### src/rtl/spi_reg_pkg.sv
package spi_reg_pkg;

  localparam int CTRL_IE   = 7;
  localparam int CTRL_EN   = 6;
  localparam int CTRL_CPOL = 3;
  localparam int CTRL_CPHA = 2;
  localparam int TMR_W     = 5;

  // Strobes from the control side to the shift datapath
  typedef struct packed {
    logic load;    // capture the write byte, start of transfer
    logic sample;  // capture miso into the hold bit
    logic shift;   // advance the shift register by one bit
    logic finish;  // last half-period ends, publish the received byte
  } xferStrobe_t;

  // Half-period length in system clocks for each rate code
  function automatic logic [TMR_W-1:0] halfLen(input logic [1:0] code);
    logic [TMR_W-1:0] base;
    base = code[1] ? TMR_W'(8) : TMR_W'(1);
    return code[0] ? (base << 1) : base;
  endfunction

endpackage

### src/rtl/spi_ctrl.sv
module spi_ctrl
  import spi_reg_pkg::*;
#(
  parameter int DATA_W = 8
) (
  input  logic              clk,
  input  logic              rst,
  input  logic [1:0]        addr,
  input  logic              wrEn,
  input  logic              rdEn,
  input  logic [DATA_W-1:0] wrData,
  output logic [DATA_W-1:0] ctrlReg,
  output logic              doneFlag,
  output logic              colFlag,
  output logic              busy,
  output logic              sckOut,
  output xferStrobe_t       strobe
);

  localparam int HALVES = 2 * DATA_W;
  localparam int HIDX_W = $clog2(HALVES);

  logic [TMR_W-1:0]  tmr;
  logic [HIDX_W-1:0] halfIdx;
  logic              latchDone, latchCol;
  logic              enable, dataSel, accept, startXfer, collide;
  logic              dataAccess, statusRead, tick, lastHalf;

  assign enable     = ctrlReg[CTRL_EN];
  assign dataSel    = (addr == 2'd2);
  assign accept     = wrEn && dataSel && enable;
  assign startXfer  = accept && !busy;
  assign collide    = accept && busy;
  assign dataAccess = dataSel && (rdEn || accept);
  assign statusRead = rdEn && (addr == 2'd1);
  assign tick       = busy && (tmr == halfLen(ctrlReg[1:0]) - TMR_W'(1));
  assign lastHalf   = (halfIdx == HIDX_W'(HALVES - 1));

  always_comb begin
    strobe.load   = startXfer;
    strobe.sample = tick && !halfIdx[0];
    strobe.shift  = tick && halfIdx[0] && !lastHalf;
    strobe.finish = tick && lastHalf;
  end

  // Active level in odd halves for phase 0, even halves for phase 1
  assign sckOut = ctrlReg[CTRL_CPOL] ^ (busy & (halfIdx[0] ^ ctrlReg[CTRL_CPHA]));

  always_ff @(posedge clk) begin
    if (rst) begin
      ctrlReg   <= '0;
      busy      <= 1'b0;
      tmr       <= '0;
      halfIdx   <= '0;
      doneFlag  <= 1'b0;
      colFlag   <= 1'b0;
      latchDone <= 1'b0;
      latchCol  <= 1'b0;
    end else begin
      if (wrEn && addr == 2'd0) ctrlReg <= wrData;

      if (startXfer) begin
        busy    <= 1'b1;
        tmr     <= '0;
        halfIdx <= '0;
      end else if (busy) begin
        if (tick) begin
          tmr <= '0;
          if (lastHalf) busy <= 1'b0;
          else          halfIdx <= halfIdx + HIDX_W'(1);
        end else begin
          tmr <= tmr + TMR_W'(1);
        end
      end

      doneFlag <= (doneFlag & ~(dataAccess & latchDone)) | strobe.finish;
      colFlag  <= (colFlag  & ~(dataAccess & latchCol))  | collide;

      if (statusRead) begin
        latchDone <= doneFlag;
        latchCol  <= colFlag;
      end else if (dataAccess) begin
        latchDone <= 1'b0;
        latchCol  <= 1'b0;
      end
    end
  end

  AST_CTRL_WRITE: assert property (@(posedge clk) disable iff (rst)
    (wrEn && addr == 2'd0) |=> ctrlReg == $past(wrData));
  AST_OFF_NO_START: assert property (@(posedge clk) disable iff (rst)
    (wrEn && addr == 2'd2 && !ctrlReg[CTRL_EN] && !busy) |=> !busy);
  AST_COLLIDE_FLAG: assert property (@(posedge clk) disable iff (rst)
    (wrEn && addr == 2'd2 && ctrlReg[CTRL_EN] && busy) |=> colFlag);
  AST_DONE_AT_END: assert property (@(posedge clk) disable iff (rst)
    $rose(doneFlag) |-> $fell(busy));

endmodule

### src/rtl/spi_dpath.sv
module spi_dpath
  import spi_reg_pkg::*;
#(
  parameter int DATA_W = 8
) (
  input  logic              clk,
  input  logic              rst,
  input  xferStrobe_t       strobe,
  input  logic [DATA_W-1:0] wrData,
  input  logic              miso,
  output logic              mosi,
  output logic [DATA_W-1:0] rxBuf
);

  logic [DATA_W-1:0] shiftReg;
  logic              capBit;

  assign mosi = shiftReg[DATA_W-1];

  always_ff @(posedge clk) begin
    if (rst) begin
      shiftReg <= '0;
      capBit   <= 1'b0;
      rxBuf    <= '0;
    end else begin
      if (strobe.load)   shiftReg <= wrData;
      if (strobe.sample) capBit   <= miso;
      if (strobe.shift)  shiftReg <= {shiftReg[DATA_W-2:0], capBit};
      if (strobe.finish) rxBuf    <= {shiftReg[DATA_W-2:0], capBit};
    end
  end

  AST_LOAD_MSB: assert property (@(posedge clk) disable iff (rst)
    strobe.load |=> mosi == $past(wrData[DATA_W-1]));
  AST_SINGLE_STROBE: assert property (@(posedge clk) disable iff (rst)
    $onehot0({strobe.load, strobe.sample, strobe.shift, strobe.finish}));

endmodule

### src/rtl/spi_reg_master.sv
module spi_reg_master
  import spi_reg_pkg::*;
#(
  parameter int DATA_W = 8
) (
  input  logic              clk,
  input  logic              rst,
  input  logic [1:0]        regAddr,
  input  logic              regWr,
  input  logic              regRd,
  input  logic [DATA_W-1:0] regWrData,
  output logic [DATA_W-1:0] regRdData,
  output logic              sck,
  output logic              mosi,
  input  logic              miso,
  output logic              irq
);

  xferStrobe_t       strobe;
  logic [DATA_W-1:0] ctrlReg, rxBuf;
  logic              doneFlag, colFlag, busy;

  spi_ctrl #(.DATA_W(DATA_W)) uCtrl (
    .clk(clk), .rst(rst), .addr(regAddr), .wrEn(regWr), .rdEn(regRd),
    .wrData(regWrData), .ctrlReg(ctrlReg), .doneFlag(doneFlag),
    .colFlag(colFlag), .busy(busy), .sckOut(sck), .strobe(strobe)
  );

  spi_dpath #(.DATA_W(DATA_W)) uDpath (
    .clk(clk), .rst(rst), .strobe(strobe), .wrData(regWrData),
    .miso(miso), .mosi(mosi), .rxBuf(rxBuf)
  );

  assign irq = doneFlag & ctrlReg[CTRL_IE];

  always_comb begin
    case (regAddr)
      2'd0:    regRdData = ctrlReg;
      2'd1:    regRdData = {doneFlag, colFlag, {(DATA_W-2){1'b0}}};
      2'd2:    regRdData = rxBuf;
      default: regRdData = '0;
    endcase
  end

endmodule

### config.mk
export PLATFORM = sky130hd
export DESIGN_NAME = spi_reg_master
export DESIGN_NICKNAME = d
export VERILOG_FILES = /design/src/rtl/spi_reg_pkg.sv /design/src/rtl/spi_ctrl.sv /design/src/rtl/spi_dpath.sv /design/src/rtl/spi_reg_master.sv
export SDC_FILE = /design/constraint.sdc
export NUM_CORES = 1
export LEC_CHECK = 0
export CAP_MARGIN = 20
export CORE_MARGIN = 10
export CORE_UTILIZATION = 45
export DETAILED_ROUTE_END_ITERATION = 7
export GPL_ROUTABILITY_DRIVEN = 0
export PLACE_DENSITY = 0.64
export SLEW_MARGIN = 5
export SYNTH_ARGS = -nofsm -noshare
export SYNTH_HDL_FRONTEND = slang
export SYNTH_HIERARCHICAL = 1
export SYNTH_SLANG_ARGS = --single-unit
### constraint.sdc
create_clock -name clk -period 2.17 [get_ports clk]
set_clock_uncertainty 0.15 [all_clocks]
set_input_delay 0.651 -clock clk [delete_from_list [all_inputs] [get_ports clk]]
set_output_delay 0.651 -clock clk [all_outputs]
set_load 0.02 [all_outputs]
### Word-level counts from Yosys, hierarchy flattened

Cells that the tools add are included.

* add/sub/neg operators: 3
* eq/ne operators: 4
* multiplexer cells: 13
* bitwise logic cells: 13
* reduce and logical (&&, ||, !) cells: 21

Operators by type and width (number)
* $pmux 8 s3: 1
* $mux 8: 2
* $logic_and 1x1->1: 12
* $mux 5: 2
* $mux 1: 7
* $and 1x1->1: 6
* $add 5x1->5 const B: 1
* $eq 5x5->1: 1
* $sub 5x1->5 const B: 1
* $add 4x1->4 const B: 1
* $eq 4x4->1 const B: 1
* $mux 4: 1
* $reduce_bool 2->1: 2
* $logic_not 1->1: 3
* $not 1->1: 3
* $reduce_and 3->1: 1
* $eq 2x1->1 const B: 1
* $eq 2x2->1 const B: 1
* $logic_not 2->1: 1
* $or 1x1->1: 2
* $reduce_or 2->1: 1
* $xor 1x1->1: 2
* $logic_or 1x1->1: 1

* bits in registers: 39
* input bits: 15
* output and inout port bits: 11
* word-level logic and storage cells: 65

### Longest topological paths before layout

* depth in word-level cells: 9
* depth in mapped cells: 8
* gate-level depth less buffers: 6

### By module

Netlist, hierarchy kept.

Modules (own cells, without submodules)
* spi_ctrl: times used 1, cells each 120, area each 1037.2 µm², seq. area each 440.4 µm²
* spi_dpath: times used 1, cells each 64, area each 705.7 µm², seq. area each 340.3 µm²
* spi_reg_master: times used 1, cells each 20, area each 151.4 µm², seq. area each 0.0 µm²

### Worst setup path before layout

Ideal clock, no wire load.

* path kind: input to output
* start: input port regAddr[1]
* end: output port regRdData[6]
* arrival: 1.254 ns
* required time: 1.369 ns
* setup slack: 0.115 ns
* stages: 3
* path buffers: 1
* cell sequence: buf_6 mux2i_1 o2bb2ai_1

* cells in the longest elaborated chain, start to end: 2
* elaborated cells between the ends (all ways): 4
* those cells by class: 2 x eq/ne; 1 x mux; 1 x reduce/logical

Ends and longest elaborated chain
* start: declaration: line spi_reg_master.sv:8 `input logic [1:0] regAddr,`
* $eq 2x2->1 (tied with other cells): line spi_reg_master.sv:37 `case (regAddr)`
* $pmux 8 s3 *: line spi_reg_master.sv:37
* end: declaration: line spi_reg_master.sv:12 `output logic [DATA_W-1:0] regRdData,`

Mark *: on every way between the ends. The rest lies on a longest branch, timed or not.

### Worst setup path after layout

* start: input port regAddr[1]
* end: output port regRdData[7]

Same word-level chain as after synthesis.

==> impl_metrics.yaml <==
clock_network:
  path_clk_slew_ns: 0.07
  insertion_delay_ns: 0.28
  htreeDepth: 2
  cts_buffer_depth: 2
  cts_made_buffers: 5
  root_buffer: "clkbuf_8"
  cts_tree: "built"
  clkSinkCount: 39
place:
  hpwlAfterDp_mm: 3.21
  postPlaceCellArea_um2: 2240
  dp_slack_ns: -0.820
  io_buffer_count: 25
synth:
  ys_types: 39
  synth_xor_area_frac: 0.0231
  synth_fa_ha_area_frac: 0.0132
  syn_inst: 204
  syn_area_per_cell_um2: 9.29
  synth_compound_area_frac: 0.118
  yosysSeqAreaShare: 0.412
  yosys_warnings: 6
  synthFlopType: "dfxtp_1"
  synthTopCellsByCount: "39 x dfxtp_1, 36 x nor2_1, 33 x mux2i_1"
  syn-num-nets: 221
  muxShareOfSynthArea: 0.174
  yosys-top-cells-area: "dfxtp_1 41%, mux2i_1 17%, nor2_1 7.1%, a211oi_1 3.2%, and2b_1 2.8%"
  synth.most_common_cell: "dfxtp_1"
  synth_edf_count: 0
  synth.top_cell.area_share: 0.412
  synth_top_family_by_area: "simple AND/OR/NAND/NOR gates"
  synth_simple_gate_area_frac: 0.205
  syn_area_um2: 1890
  synth_seq_cells: 39
  synthArstFlopShare: 0
  synth_area_leader_cell: "dfxtp_1"
timing:
  postLayoutSetupSlackWorst_ns: 0.0372
  fmax_mhz: 469
  min_period_ns: 2.13
  slew_violations: 0
  whs_ns: 0.328
  fin_setup_tns_ns: 0
  tightest_slew_ns: 0.334
  setup_viol: 0
  slew_headroom: 0.777
  fin_crit_sh: 0.983
  hold_violations: 0
  rsz0062_at_grt: "false"
route:
  via_per_inst: 5.37
  first_pass_iters: 4
  vias: 1574
  first_iter_violations: 86
  wl_per_cell_um: 15.3
  drc: 0
  drtAntennaViolNets: 0
  routed_wl_mm: 4.50
die:
  die_height_um: 84.9
  core_area_um2: 4030
  initial_core_util: 0.470
  rows: 23
  die_x_um: 84.9
  top_level_ports: 26
  dieArea_um2: 7200
global_route:
  grt_usage: 0.126
  first_global_vias: 1504
  grt-busiest-layer: "met2"
  use_met1: 0.164
  antenna_found_initial: 0
  grt_overflow_total: 0
  use_met3: 0.0325
  grt_pass1_wl_mm: 7.52
  grt_max_degree: 19
  grtUsageMet2: 0.191
run_status:
  status: "complete, no violations"
setup_path:
  crit_buf_inv: 3
  critical_path.top_delay_family: "buffers and inverters"
  crit_path_max_fanout: 7
  path_cells: "buf_6 > buf_12 > mux2i_1 > o2bb2ai_2 > buf_4"
  crit_path_start_kind: "primary input"
  cpMaxStageDelayCell: "mux2i_1"
  critical_path.endpoint_type: "primary output"
  cp_data_required_time_ns: 1.37
  rrSetupSlack_ns: 0.10
  timing.rr.start: "uCtrl/tmr[0]"
  worstPathArrival_ns: 1.33
  worstSetupPathType: "primary input to primary output"
  r2r-end: "uDpath/rxBuf[0]"
  cp-endpoint: "regRdData[7]"
  slowest_delay_ns: 0.21
  r2r_cells: 8
  crit_start: "regAddr[1]"
  cp.depth: 5
worst_hold_path:
  holdCritPathClass: "flip-flop to flip-flop"
  hold_start: "uCtrl/latchDone"
power_and_ir_drop:
  ir_drop_mv: 0.370
  p_leak_nw: 0.912
  p_per_area_nw_per_um2: 552
cells_and_area:
  area_delta_synth_final_pct: 24.4
  n_antenna_cell: 0
  fill_cells: 372
  drive_gt1_frac: 0.177
  seq_area_um2: 781
  final_area_um2: 2360
  layout.nets: 259
  multi_input_comb_area_um2: 1030
flow_run:
  cap_violations: 0
## power breakdown
group,leakage [nW],switching [W],internal (W)
Clock,0.0422,0.000233,0.000225
Combinational,0.555,0.0000533,0.0000621
Sequential,0.315,0.00000595,0.000722
## worst min path at each step
stage	to	slack, ns	cells past startpoint
3_3_place_gp	uCtrl/latchDone	0.31	2
3_5_place_dp	uCtrl/latchCol	0.32	2
4_1_cts	uCtrl/latchCol	0.33	2
5_1_grt	uCtrl/latchCol	0.35	2
6_report	uCtrl/latchDone	0.33	2
2_1_floorplan	uCtrl/latchCol	0.29	2
## tightest hold or removal path: cells and delay by family, from the launching register on
family	cells	cell delay [ns]
AND/OR/NAND/NOR	1	0.06
AO/OA/AOI/OAI	1	0.06
flip-flops	1	0.31
## metal layers
| layer | vias to the layer above | routed length, um |
|---|---|---|
| met5 | - | 0 |
| met4 | 0 | 56 |
| met3 | 5 | 174 |
| met2 | 36 | 2080 |
| met1 | 746 | 2190 |
| li1 | 787 | - |
## cells by family after synthesis
family	count (synthesis)
flops	39
buf+inv	16
simple gates	79
fa+ha+maj	2
xor+xnor	5
compound gates	30
mux	33
## cells in the final DEF, fill, tap and decap left out, drive strengths merged, types with 2 or more instances in the layout
cell           Yosys  final
buf                9     27
xnor2              2      2
or2                2      2
clkdlybuf4s50      0     13
nand2b             2      2
a21oi              8      8
o21ai              2      2
nand2             11     11
and2b              7      7
nor2              36     36
inv                5      5
o31ai              2      2
mux2i             33     33
o2bb2ai            2      2
and3               2      2
or3                2      2
ha                 2      2
nand3              5      5
nand4              3      3
nor2b              3      3
clkbuf             2      7
dfxtp             39     39
xor2               3      3
a211oi             8      8
nor3b              2      2
## metrics by stage
stage / cells / utilization / power [W]
global route: 293 / 0.585 / 0.00136
floorplan: 204 / - / 0.000796
global placement: 282 / 0.556 / 0.000845
CTS: 293 / 0.585 / 0.00132
detailed placement: 282 / 0.556 / 0.000848
finish: 293 / 0.585 / 0.00130
## area by class of cell
type | instances | area share
Multi-Input combinational cell | 149 | 0.436
Tap cell | 50 | 0.0265
Clock buffer | 7 | 0.0324
Clock inverter | 1 | 0.00212
Timing Repair Buffer | 42 | 0.163
Sequential cell | 39 | 0.331
Inverter | 5 | 0.00796
## sequential cells by signal (all words and copies together) (netlist names)
| signal | cells |
|---|---|
| uCtrl/ctrlReg | 8 |
| uDpath/rxBuf | 8 |
| uDpath/shiftReg | 8 |
| uCtrl/tmr | 5 |
| uCtrl/halfIdx | 4 |
| uCtrl/busy | 1 |
| uCtrl/colFlag | 1 |
| uCtrl/doneFlag | 1 |
| uCtrl/latchCol | 1 |
| uCtrl/latchDone | 1 |
| uDpath/capBit | 1 |
## repair_timing
action | in CTS | in global routing
hold buffers | 0 | 0
pin swaps | 0 | 0
gates cloned | 1 | 0
setup endpoints to repair | 14 | 10
resized for setup | 54 | 4
setup buffers | 2 | 0
(Power assumes the default switching activity.)
